[config.mk]
export PLATFORM = sky130hd
export DESIGN_NAME = trace_unpack
export DESIGN_NICKNAME = d
export VERILOG_FILES = /design/src/rtl/trace_unpack_pkg.sv /design/src/rtl/trace_unpack_ctrl.sv /design/src/rtl/trace_unpack_dp.sv /design/src/rtl/trace_unpack.sv
export SDC_FILE = /design/constraint.sdc
export NUM_CORES = 1
export LEC_CHECK = 0
export BUFFER_PORTS_ARGS = -buffer_cell sky130_fd_sc_hd__clkbuf_2
export CAP_MARGIN = 15
export CORE_MARGIN = 5
export CORE_UTILIZATION = 53
export DETAILED_ROUTE_END_ITERATION = 6
export HOLD_SLACK_MARGIN = 0.02
export PLACE_DENSITY = 0.8
export SLEW_MARGIN = 5
export SYNTH_ARGS = -nofsm -noshare
export SYNTH_HDL_FRONTEND = slang
export SYNTH_SLANG_ARGS = --single-unit
[constraint.sdc]
create_clock -name clk -period 2.6 [get_ports clk]
set_clock_uncertainty 0.05 [all_clocks]
set_input_delay 0 -clock clk [delete_from_list [all_inputs] [get_ports clk]]
set_output_delay 0 -clock clk [all_outputs]
set_load 0.02 [all_outputs]
[src/rtl/trace_unpack_pkg.sv]
package trace_unpack_pkg;

  // Fixed geometry of a captured word and of one record
  localparam int WORD_W   = 32;
  localparam int PKT_W    = 16;
  localparam int ST_W     = 3;
  localparam int SLOT_W   = 2;

  // Bit stride between consecutive records inside a word
  localparam int NIB_STRIDE  = 8;
  localparam int BYTE_STRIDE = 12;

  typedef enum logic [1:0] {
    PORT_4  = 2'b00,
    PORT_8  = 2'b01,
    PORT_16 = 2'b10,
    PORT_16X = 2'b11
  } portMode_e;

  // Strobes from control to datapath
  typedef struct packed {
    logic              load;
    logic [SLOT_W-1:0] slot;
  } dpCtrl_t;

  // Index of the final record of a word in the given mode
  function automatic logic [SLOT_W-1:0] lastSlot(input logic [1:0] m);
    case (m)
      PORT_4:  lastSlot = SLOT_W'(2);
      PORT_8:  lastSlot = SLOT_W'(1);
      default: lastSlot = SLOT_W'(0);
    endcase
  endfunction

endpackage

[src/rtl/trace_unpack_ctrl.sv]
module trace_unpack_ctrl
  import trace_unpack_pkg::*;
(
  input  logic    clk,
  input  logic    rstN,
  input  logic [1:0] mode,
  input  logic    wordValid,
  output logic    wordReady,
  output logic    recValid,
  input  logic    recReady,
  output dpCtrl_t dpCtrl
);

  logic              busy;
  logic [SLOT_W-1:0] slot;
  logic              take;
  logic              finish;
  logic              accept;

  always_comb begin
    take      = busy && recReady;
    finish    = take && (slot == lastSlot(mode));
    wordReady = !busy || finish;
    accept    = wordValid && wordReady;
  end

  always_ff @(posedge clk or negedge rstN) begin
    if (!rstN) begin
      busy <= 1'b0;
      slot <= '0;
    end else if (accept) begin
      busy <= 1'b1;
      slot <= '0;
    end else if (finish) begin
      busy <= 1'b0;
      slot <= '0;
    end else if (take) begin
      slot <= slot + 1'b1;
    end
  end

  assign recValid    = busy;
  assign dpCtrl.load = accept;
  assign dpCtrl.slot = slot;

endmodule

[src/rtl/trace_unpack_dp.sv]
module trace_unpack_dp
  import trace_unpack_pkg::*;
#(
  parameter logic [ST_W-1:0] TR_CODE = 3'b110
) (
  input  logic              clk,
  input  logic              rstN,
  input  logic [1:0]        mode,
  input  logic [WORD_W-1:0] wordData,
  input  dpCtrl_t           dpCtrl,
  output logic [ST_W-1:0]   recStatus,
  output logic [PKT_W-1:0]  recPacket,
  output logic              recSync,
  output logic              recTrig
);

  logic [WORD_W-1:0] wordQ;
  logic [WORD_W-1:0] nibView;
  logic [WORD_W-1:0] byteView;
  logic [ST_W-1:0]   rawStatus;
  logic [PKT_W-1:0]  pkt;
  logic              sync;

  always_ff @(posedge clk or negedge rstN) begin
    if (!rstN)            wordQ <= '0;
    else if (dpCtrl.load) wordQ <= wordData;
  end

  // Align the selected record to bit 0 for each packing density
  always_comb begin
    nibView  = wordQ >> (NIB_STRIDE  * int'(dpCtrl.slot));
    byteView = wordQ >> (BYTE_STRIDE * int'(dpCtrl.slot));
  end

  always_comb begin
    case (mode)
      PORT_4: begin
        rawStatus = (dpCtrl.slot == '0) ? nibView[2:0] : {2'b00, nibView[0]};
        pkt       = {{(PKT_W-4){1'b0}}, nibView[6:3]};
        sync      = nibView[7];
      end
      PORT_8: begin
        rawStatus = byteView[2:0];
        pkt       = {{(PKT_W-8){1'b0}}, byteView[10:3]};
        sync      = byteView[11];
      end
      default: begin
        rawStatus = wordQ[2:0];
        pkt       = wordQ[18:3];
        sync      = wordQ[19];
      end
    endcase
  end

  // Trigger cycles carry their real status in the low packet bits
  always_comb begin
    recTrig   = (rawStatus == TR_CODE);
    recStatus = recTrig ? pkt[ST_W-1:0] : rawStatus;
    recPacket = pkt;
    recSync   = sync;
  end

endmodule

[src/rtl/trace_unpack.sv]
module trace_unpack
  import trace_unpack_pkg::*;
#(
  parameter logic [2:0] TR_CODE = 3'b110
) (
  input  logic        clk,
  input  logic        rstN,
  input  logic [1:0]  mode,
  input  logic        wordValid,
  output logic        wordReady,
  input  logic [31:0] wordData,
  output logic        recValid,
  input  logic        recReady,
  output logic [2:0]  recStatus,
  output logic [15:0] recPacket,
  output logic        recSync,
  output logic        recTrig
);

  dpCtrl_t dpCtrl;

  trace_unpack_ctrl ctrl_i (
    .clk       (clk),
    .rstN      (rstN),
    .mode      (mode),
    .wordValid (wordValid),
    .wordReady (wordReady),
    .recValid  (recValid),
    .recReady  (recReady),
    .dpCtrl    (dpCtrl)
  );

  trace_unpack_dp #(.TR_CODE(TR_CODE)) dp_i (
    .clk       (clk),
    .rstN      (rstN),
    .mode      (mode),
    .wordData  (wordData),
    .dpCtrl    (dpCtrl),
    .recStatus (recStatus),
    .recPacket (recPacket),
    .recSync   (recSync),
    .recTrig   (recTrig)
  );

endmodule

==> flow_summary.rst, run 1 <==
.. list-table::
   :header-rows: 1

   * - Metric
     - Value
   * - Layout area overhead
     - 34.9%
   * - Crit path capture type
     - output pin
   * - Number of buffers inserted by post-CTS setup repair
     - 0
   * - Clock transition at the registers of the reported paths
     - 70 ps
   * - Fraction of synthesis flops using an asynchronous set or reset pin
     - 1.00
   * - Slowest Stage Delay on Critical Path
     - 600 ps
   * - Setup repair after global routing missed its margin
     - false
   * - Core region area
     - 4290 um2
   * - Hold-fix buffers, CTS
     - 35
   * - Final antenna-violating net count
     - 0
   * - Share of the clock period used by the worst path
     - 0.892
   * - CP Max Fanout
     - 13
   * - Critical Path RT
     - 2550 ps
   * - Number of iterations in the first detailed-routing pass
     - 6
   * - Net count of the mapped netlist
     - 236
   * - Met2 Routed Length
     - 2820 um
   * - Post-Synthesis Cells
     - 197
   * - Remaining global-route overflow
     - 0
   * - Number of max-cap violations
     - 0
   * - Count of cells resized by post-cts repair
     - 0
   * - Final hold violation count
     - 0
   * - Post-DR wirelength/cell
     - 17.0 um
   * - Cell type of the slowest stage on the worst timing path
     - dfrtp_1
   * - Clock group share of total power
     - 0.148
   * - Yosys top cell by area
     - dfrtp_1
   * - Uppermost layer routed
     - met4
   * - Number of distinct library cell variants in the gate-level netlist after synthesis
     - 55
   * - Post-layout net count
     - 332
   * - Achievable clock frequency
     - 0.431 GHz
   * - Slew margin rel.
     - 0.431
   * - Count of warnings emitted by yosys
     - 0
   * - DRC
     - 0
   * - CTS sink cnt
     - 35
   * - Effective utilization at floorplan
     - 0.536
   * - Placer Congestion
     - 0.840
   * - Max-slew violation total from the final report
     - 0
   * - Number of flops mapped to enable cells by yosys
     - 0
   * - HPWL reported at the end of detailed placement
     - 4020 um
   * - Post-synthesis sequential area ratio
     - 0.381
   * - Synth top area cells
     - dfrtp_1 38%, mux2_4 20%, mux4_2 2.9%
   * - Top-area cell type share of the netlist area
     - 0.381
   * - Overall Power
     - 0.00339 W
   * - Part of the power in registers
     - 0.329
   * - Main flop type after synthesis
     - dfrtp_1
   * - Placed instance count
     - 303
   * - Width of the die
     - 75.9 um
   * - Die Area
     - 5760 um2
   * - # diodes
     - 0
   * - Cell area after synthesis
     - 2300 um2
   * - CTS Root Buffer Type
     - clkbuf_8
   * - Cell internal power dissipation
     - 0.00206 W
   * - Kind of launch point of the worst setup path
     - flip-flop
   * - Status
     - finished clean
   * - Sw power
     - 0.00132 W
   * - Count of buffers inserted at the top-level ports
     - 60
   * - Global-route wire length before repair
     - 9800 um
   * - Standard-cell row count
     - 24
   * - Via density
     - 5.55
   * - Sw frac
     - 0.391
   * - Signal arrival time at the worst endpoint
     - 2270 ps
   * - Combined global-route utilization of all metal layers
     - 0.225
   * - Wirelength, routed
     - 5880 um
   * - Layout fillers
     - 292
   * - Flops & latches, synth
     - 35
   * - Chip Height
     - 75.9 um
   * - DRT iter0 DRCs
     - 190
   * - CTS tree
     - built
   * - H-tree lvl count
     - 2
   * - Number of antenna violations at the first check in global routing
     - 0
   * - Pwr per Cell Area
     - 1090 nW/um2
   * - Total I/O pin count
     - 61
   * - Portion of total power attributed to combinational logic
     - 0.523
   * - Minimum clock period after layout
     - 2320 ps
   * - Final setup vio count
     - 0
   * - Total negative slack for setup checks
     - 0 ps
   * - Max VDD drop
     - 658 uV
   * - Clock insertion delay at the later pin of the skew report
     - 270 ps
   * - Detailed-route via count
     - 1919
   * - Pin count of the biggest net entering global routing
     - 36
   * - Static Leakage
     - 1.46 nW
   * - Number of buffers created by CTS
     - 5
   * - Share of post-route cells with drive strength above 1
     - 0.398
   * - Classification of the worst-slack hold path
     - primary input to async pin
   * - Met1 WL
     - 2680 um
   * - Metal3 WL
     - 314 um
   * - Number of global-route vias before repair
     - 1953
   * - Synthesized area per cell
     - 11.7 um2
   * - Bufs on Longest Clock Path
     - 2
   * - Worst setup path class
     - flip-flop to output pin
   * - Non-filler cells, final
     - 346
   * - Crit-path cells
     - buf_4, nor2b_1, a32o_1, a311o_1, a41oi_1, clkbuf_2
   * - Worst slew pin tran
     - 853 ps
==> critical path, delay by kind of cell, from the launching register on <==
| family | cells | cell delay, ps |
|---|---|---|
| buf+inv | 2 | 470 |
| compound gates | 3 | 820 |
| simple gates | 1 | 120 |
| flops | 1 | 600 |
==> Yosys cell counts (2+ instances only) <==
cell type  count
nand2b_1       8
mux2i_1        5
o21ai_0        2
dfrtp_1       35
nor2b_1        5
and2_1         9
nor3_1         3
a211oi_1       3
buf_2          6
inv_2          2
o211a_1        2
mux2_1         2
mux2_4        30
a32o_1         2
nand3b_1       3
mux4_2         3
nand3_1        5
nand2_1       13
o22ai_1        2
a22o_1         4
a21oi_1        5
and3b_1        3
inv_1          4
buf_6          3
o21ai_1        6
clkbuf_1       3
==> path summary, 6_finish.rpt <==
check,start,endpoint,slack (ps),cells after the start
max in group asynchronous,rstN,dp_i.wordQ[29]$_DFFE_PN0P_,1650,2
hold / removal,rstN,dp_i.wordQ[5]$_DFFE_PN0P_,310,2
setup reg to reg,ctrl_i.slot[0]$_DFFE_PN0P_,dp_i.wordQ[3]$_DFFE_PN0P_,340,5
hold reg to reg,dp_i.wordQ[4]$_DFFE_PN0P_,dp_i.wordQ[4]$_DFFE_PN0P_,470,1
setup / recovery,ctrl_i.slot[0]$_DFFE_PN0P_,recStatus[2],280,6
min in group clk,mode[0],ctrl_i.recValid$_DFFE_PN0P_,360,5
==> cell families after synthesis <==
logic type,after synthesis,share of synthesized area
buf+inv,19,0.0457
xor+xnor,1,0.00381
compound gates,42,0.145
simple gates,58,0.157
flops,35,0.381
fa+ha+maj,1,0.00544
mux,41,0.262
==> flip-flops by register name, indices dropped and copies added (netlist names) <==
| name | count |
|---|---|
| dp_i.wordQ | 32 |
| ctrl_i.slot | 2 |
| ctrl_i.recValid | 1 |
==> cells in the final DEF, fill, tap and decap left out, types with 5 or more instances in the layout <==
master	Yosys	layout
dfrtp_1	35	35
buf_4	1	7
dlygate4sd3_1	0	35
nand3_1	5	5
o21ai_1	6	6
a21oi_1	5	5
and2_1	9	9
nor2b_1	5	5
clkbuf_8	0	6
mux2_4	30	30
nand2b_1	8	8
clkbuf_2	0	60
nand2_1	13	13
mux2i_1	5	5
==> power by group through the flow <==
stage | clock network, W | registers, W | logic (W)
after floorplan | 0 | 0.000992 | 0.00138
after global placement | 0 | 0.00111 | 0.00168
after detailed placement | 0 | 0.00112 | 0.00172
after CTS | 0.000509 | 0.00111 | 0.00177
after global routing | 0.000526 | 0.00116 | 0.00192
final | 0.000501 | 0.00112 | 0.00177
==> cell type report <==
class,count,area (um2),share of cell area
multi-input cells,143,1320,0.425
flip-flops and latches,35,876,0.282
repair buffers,102,703,0.227
clock buffers,6,82.6,0.0266
well taps,52,65.1,0.0210
clock inverters,2,35.0,0.0113
inverters,6,22.5,0.00726
==> layer usage <==
layer  vias up  track usage
met3         6       0.0330
li1        921            -
met4         0       0.0505
met5         -            0
met2        60        0.369
met1       932        0.315
==> through the flow <==
stage          utilization  setup WS [ps]  area [um2]  hold WS, ps
6_report             0.723            280        3100          314
5_1_grt              0.723            126        3100          391
4_1_cts              0.723            301        3100          347
3_5_place_dp         0.614            429        2640          108
3_3_place_gp         0.614            504        2640         91.5
2_1_floorplan            -            671        2300         -346
Note: power is estimated with default switching activity, not from simulation.
==> run 2, diff against run 1 <==
- ABC_AREA: unset -> 1
- CORE_UTILIZATION: 53 -> 48
- PLACE_DENSITY: 0.8 -> 0.77
- clock period: 2.6 -> 1.9 ns (I/O delays scaled with it)
==> run 2 against run 1 <==
Compared with the run above: critical path depth increased by 5; final area is 2.5% higher; sequential power grew 32%; non-clock buffer count rose by 9; critical endpoint is now recStatus[1]; core utilization decreased by 4.0 points; largest power group unchanged; largest cell class unchanged; routed wire length rose by 20%; clock power is 19% higher; global-route usage rose by 1.4 points.
==> flow_summary.rst, run 2 <==
.. list-table::
   :header-rows: 1

   * - Metric
     - Value
   * - Status
     - finished clean (unchanged)
   * - Fraction of synthesis flops using an asynchronous set or reset pin
     - 1.00 (unchanged)
   * - Non-filler cells, final
     - 499 (was 346)
   * - Net count of the mapped netlist
     - 382 (was 236)
   * - Number of flops mapped to enable cells by yosys
     - 0 (unchanged)
   * - Total I/O pin count
     - 61 (unchanged)
   * - Worst hold path depth
     - 3
   * - Yosys top cell by area
     - dfrtp_1 (unchanged)
   * - H-tree lvl count
     - 2 (unchanged)
   * - Max VDD drop
     - 676 uV (was 658 uV)
   * - Depth of the most critical reg-to-reg path
     - 7 (was 5)
   * - Dpl cell area
     - 2610 um2 (was 2640 um2)
   * - HPWL reported at the end of detailed placement
     - 4840 um (was 4020 um)
   * - Synth top area cells
     - dfrtp_1 39%, nand2_1 25%, nand3_1 10% (was dfrtp_1 38%, mux2_4 20%, mux4_2 2.9%)
   * - Crit path capture type
     - output pin (unchanged)
   * - Cell area after synthesis
     - 2270 um2 (was 2300 um2)
   * - Most frequent cell after synthesis
     - nand2_1 (was dfrtp_1)
   * - Clock insertion delay at the later pin of the skew report
     - 280 ps (was 270 ps)
   * - Count of buffers inserted at the top-level ports
     - 60 (unchanged)
   * - Number of iterations in the first detailed-routing pass
     - 5 (was 6)
   * - Static Leakage
     - 1.83 nW (was 1.46 nW)
   * - Largest Register
     - dp_i.wordQ (unchanged)
   * - Width of the die
     - 78.7 um (was 75.9 um)
   * - Global-route wire length before repair
     - 11600 um (was 9800 um)
   * - Post-Synthesis Cells
     - 343 (was 197)
   * - Core region area
     - 4660 um2 (was 4290 um2)
   * - Share of post-route cells with drive strength above 1
     - 0.240 (was 0.398)
   * - Worst slew pin tran
     - 849 ps (was 853 ps)
   * - Max-slew violation total from the final report
     - 0 (unchanged)
   * - Remaining global-route overflow
     - 0 (unchanged)
   * - Combined global-route utilization of all metal layers
     - 0.239 (was 0.225)
   * - Via density
     - 5.17 (was 5.55)
   * - Number of max-cap violations
     - 0 (unchanged)
   * - Main flop type after synthesis
     - dfrtp_1 (unchanged)
   * - Bufs on Longest Clock Path
     - 2 (unchanged)
   * - Standard-cell row count
     - 25 (was 24)
   * - CTS Root Buffer Type
     - clkbuf_8 (unchanged)
   * - Classification of the worst-slack hold path
     - primary input to flip-flop (was primary input to async pin)
   * - DRT iter0 DRCs
     - 177 (was 190)
   * - CTS sink cnt
     - 35 (unchanged)
   * - Commonest non-fill, non-tap cells in the layout
     - 148 x nand2_1, 57 x clkbuf_2, 43 x nand3_1 (was 60 x clkbuf_2, 35 x dfrtp_1, 35 x dlygate4sd3_1)
   * - Number of global-route vias before repair
     - 2431 (was 1953)
   * - Post-synthesis sequential area ratio
     - 0.386 (was 0.381)
   * - Count of warnings emitted by yosys
     - 0 (unchanged)
   * - Die Area
     - 6200 um2 (was 5760 um2)
   * - Layout area overhead
     - 40.2% (was 34.9%)
   * - Placer Congestion
     - 0.943 (was 0.840)
   * - Critical Path RT
     - 1850 ps (was 2550 ps)
   * - Chip Height
     - 78.7 um (was 75.9 um)
   * - CP Max Fanout
     - 10 (was 13)
   * - Largest register FFs
     - 32 (unchanged)
   * - Flops & latches, synth
     - 35 (unchanged)
   * - Final design instance area without fill
     - 3180 um2 (was 3100 um2)
   * - Final antenna-violating net count
     - 0 (unchanged)
   * - # diodes
     - 0 (unchanged)
   * - Final worst-path setup slack
     - 36.3 ps (was 280 ps)
   * - Placed instance count
     - 449 (was 303)
   * - Pin count of the biggest net entering global routing
     - 36 (unchanged)
   * - Most instantiated cells after synthesis
     - 150 x nand2_1, 46 x nand3_1, 35 x dfrtp_1, 27 x inv_1, 16 x nor2_1 (was 35 x dfrtp_1, 30 x mux2_4, 13 x nand2_1, 9 x and2_1, 8 x nand2b_1)
   * - Share of the clock period used by the worst path
     - 0.981
   * - Kind of launch point of the worst setup path
     - flip-flop (unchanged)
   * - DRC
     - 0 (unchanged)
   * - Most common cell after layout, fill and taps aside
     - nand2_1 (was clkbuf_2)
   * - Clock transition at the registers of the reported paths
     - 70 ps (about the same)
   * - Final hold violation count
     - 0 (unchanged)
   * - Synthesized area per cell
     - 6.61 um2 (was 11.7 um2)
   * - Place WS
     - 187 ps (was 429 ps)
   * - Number of distinct library cell variants in the gate-level netlist after synthesis
     - 30 (was 55)
   * - Final setup vio count
     - 0 (unchanged)
   * - Slew margin rel.
     - 0.434 (was 0.431)
   * - Post-DR wirelength/cell
     - 14.1 um (was 17.0 um)
   * - Number of buffers created by CTS
     - 5 (unchanged)
   * - Worst setup path class
     - flip-flop to output pin (unchanged)
   * - Number of antenna violations at the first check in global routing
     - 0 (unchanged)
   * - Top-area cell type share of the netlist area
     - 0.386 (was 0.381)
   * - Wirelength, routed
     - 7060 um (was 5880 um)
   * - Achievable clock frequency
     - 0.537 GHz
   * - Signal arrival time at the worst endpoint
     - 1810 ps (was 2270 ps)
   * - Minimum clock period after layout
     - 1860 ps
   * - Post-layout net count
     - 483 (was 332)
   * - Setup repair after global routing missed its margin
     - true (was false)
   * - Pwr per Cell Area
     - 1470 nW/um2 (was 1090 nW/um2)
   * - Effective utilization at floorplan
     - 0.486 (was 0.536)
   * - Detailed-route via count
     - 2578 (was 1919)
   * - CTS tree
     - built (unchanged)
run 2: cell count changes after synthesis, sizes merged, moves of 5 or more:
cell,before,now
buf,10,15
nand3,5,47
and2,9,0
nor2,1,20
inv,6,31
a21oi,5,10
mux2i,5,0
nand2,13,154
mux2,33,0
nand2b,8,0
nor2b,5,0
run 2: critical path, stage by stage, from the launching register on:
cell     delay (ps)
dfrtp_2         500
buf_12          170
buf_4           130
nand2_1          60
nand3_1          60
nand2_1          70
nand2_1          60
nand2_2         110
nand3_2          90
nand2_1          70
nand2_1          50
buf_2           150
run 2: power breakdown:
part | internal [W] | switching [W] | total [W]
sequential | 0.00110 | 0.000375 | 0.00148
combinational | 0.000985 | 0.00161 | 0.00260
clock | 0.000331 | 0.000264 | 0.000595
total | 0.00242 | 0.00225 | 0.00467
run 2: through the flow:
stage / util / hold slack (ps) / setup TNS, ps / total power, W
global placement: 0.560 / 93.6 / 0 / 0.00373
CTS: 0.658 / 167 / 0 / 0.00446
finish: 0.682 / 179 / 0 / 0.00467
detailed placement: 0.560 / 103 / 0 / 0.00377
global route: 0.682 / 192 / -144 / 0.00506
floorplan: - / -346 / 0 / 0.00307
run 2: kinds of logic after synthesis:
| family | count (synthesis) | synth area share |
|---|---|---|
| DFF | 35 | 0.386 |
| xor gates and xnor gates | 1 | 0.00386 |
| adders and majority gates | 1 | 0.00552 |
| and+or+nand+nor | 226 | 0.425 |
| buffers and inverters | 50 | 0.104 |
| AOI/OAI and AO/OA | 30 | 0.0745 |
run 2: final timing paths:
path | startpoint | end | slack, ps
worst max register to register | ctrl_i.slot[1]$_DFFE_PN0P_ | dp_i.wordQ[5]$_DFFE_PN0P_ | 250
max in group asynchronous | rstN | ctrl_i.slot[0]$_DFFE_PN0P_ | 910
worst min-delay path | wordValid | dp_i.wordQ[8]$_DFFE_PN0P_ | 180
worst min register to register | dp_i.wordQ[19]$_DFFE_PN0P_ | dp_i.wordQ[19]$_DFFE_PN0P_ | 430
min in group asynchronous | rstN | dp_i.wordQ[17]$_DFFE_PN0P_ | 300
worst max-delay path | ctrl_i.slot[0]$_DFFE_PN0P_ | recStatus[1] | 40
run 2: repair_timing:
action / 4_1_cts / 5_1_grt
pin swaps: 1 / 2
gates resized for setup: 6 / 17
setup endpoints to repair: 4 / 4
gates cloned: 0 / 2
setup buffers: 0 / 6
hold buffers: 34 / 0
endpoints found under the hold margin: 68 / 0
run 2: routing by layer:
layer	vias to the layer above	track usage	wire length, um	share of wire
met5	-	0	0	0
met4	0	0.0997	236	0.033
met3	20	0.0329	450	0.064
met2	93	0.395	3440	0.49
met1	1180	0.315	2930	0.42
li1	1285	-	-	-
run 2: final cells by class:
| class | count | area, um2 |
|---|---|---|
| flip-flops and latches | 35 | 877 |
| well taps | 54 | 67.6 |
| clock buffers | 8 | 100 |
| inverters | 32 | 133 |
| multi-input cells | 258 | 1180 |
| fillers | 390 | 1480 |
| repair buffers | 111 | 813 |
| repair inverters | 1 | 6.26 |
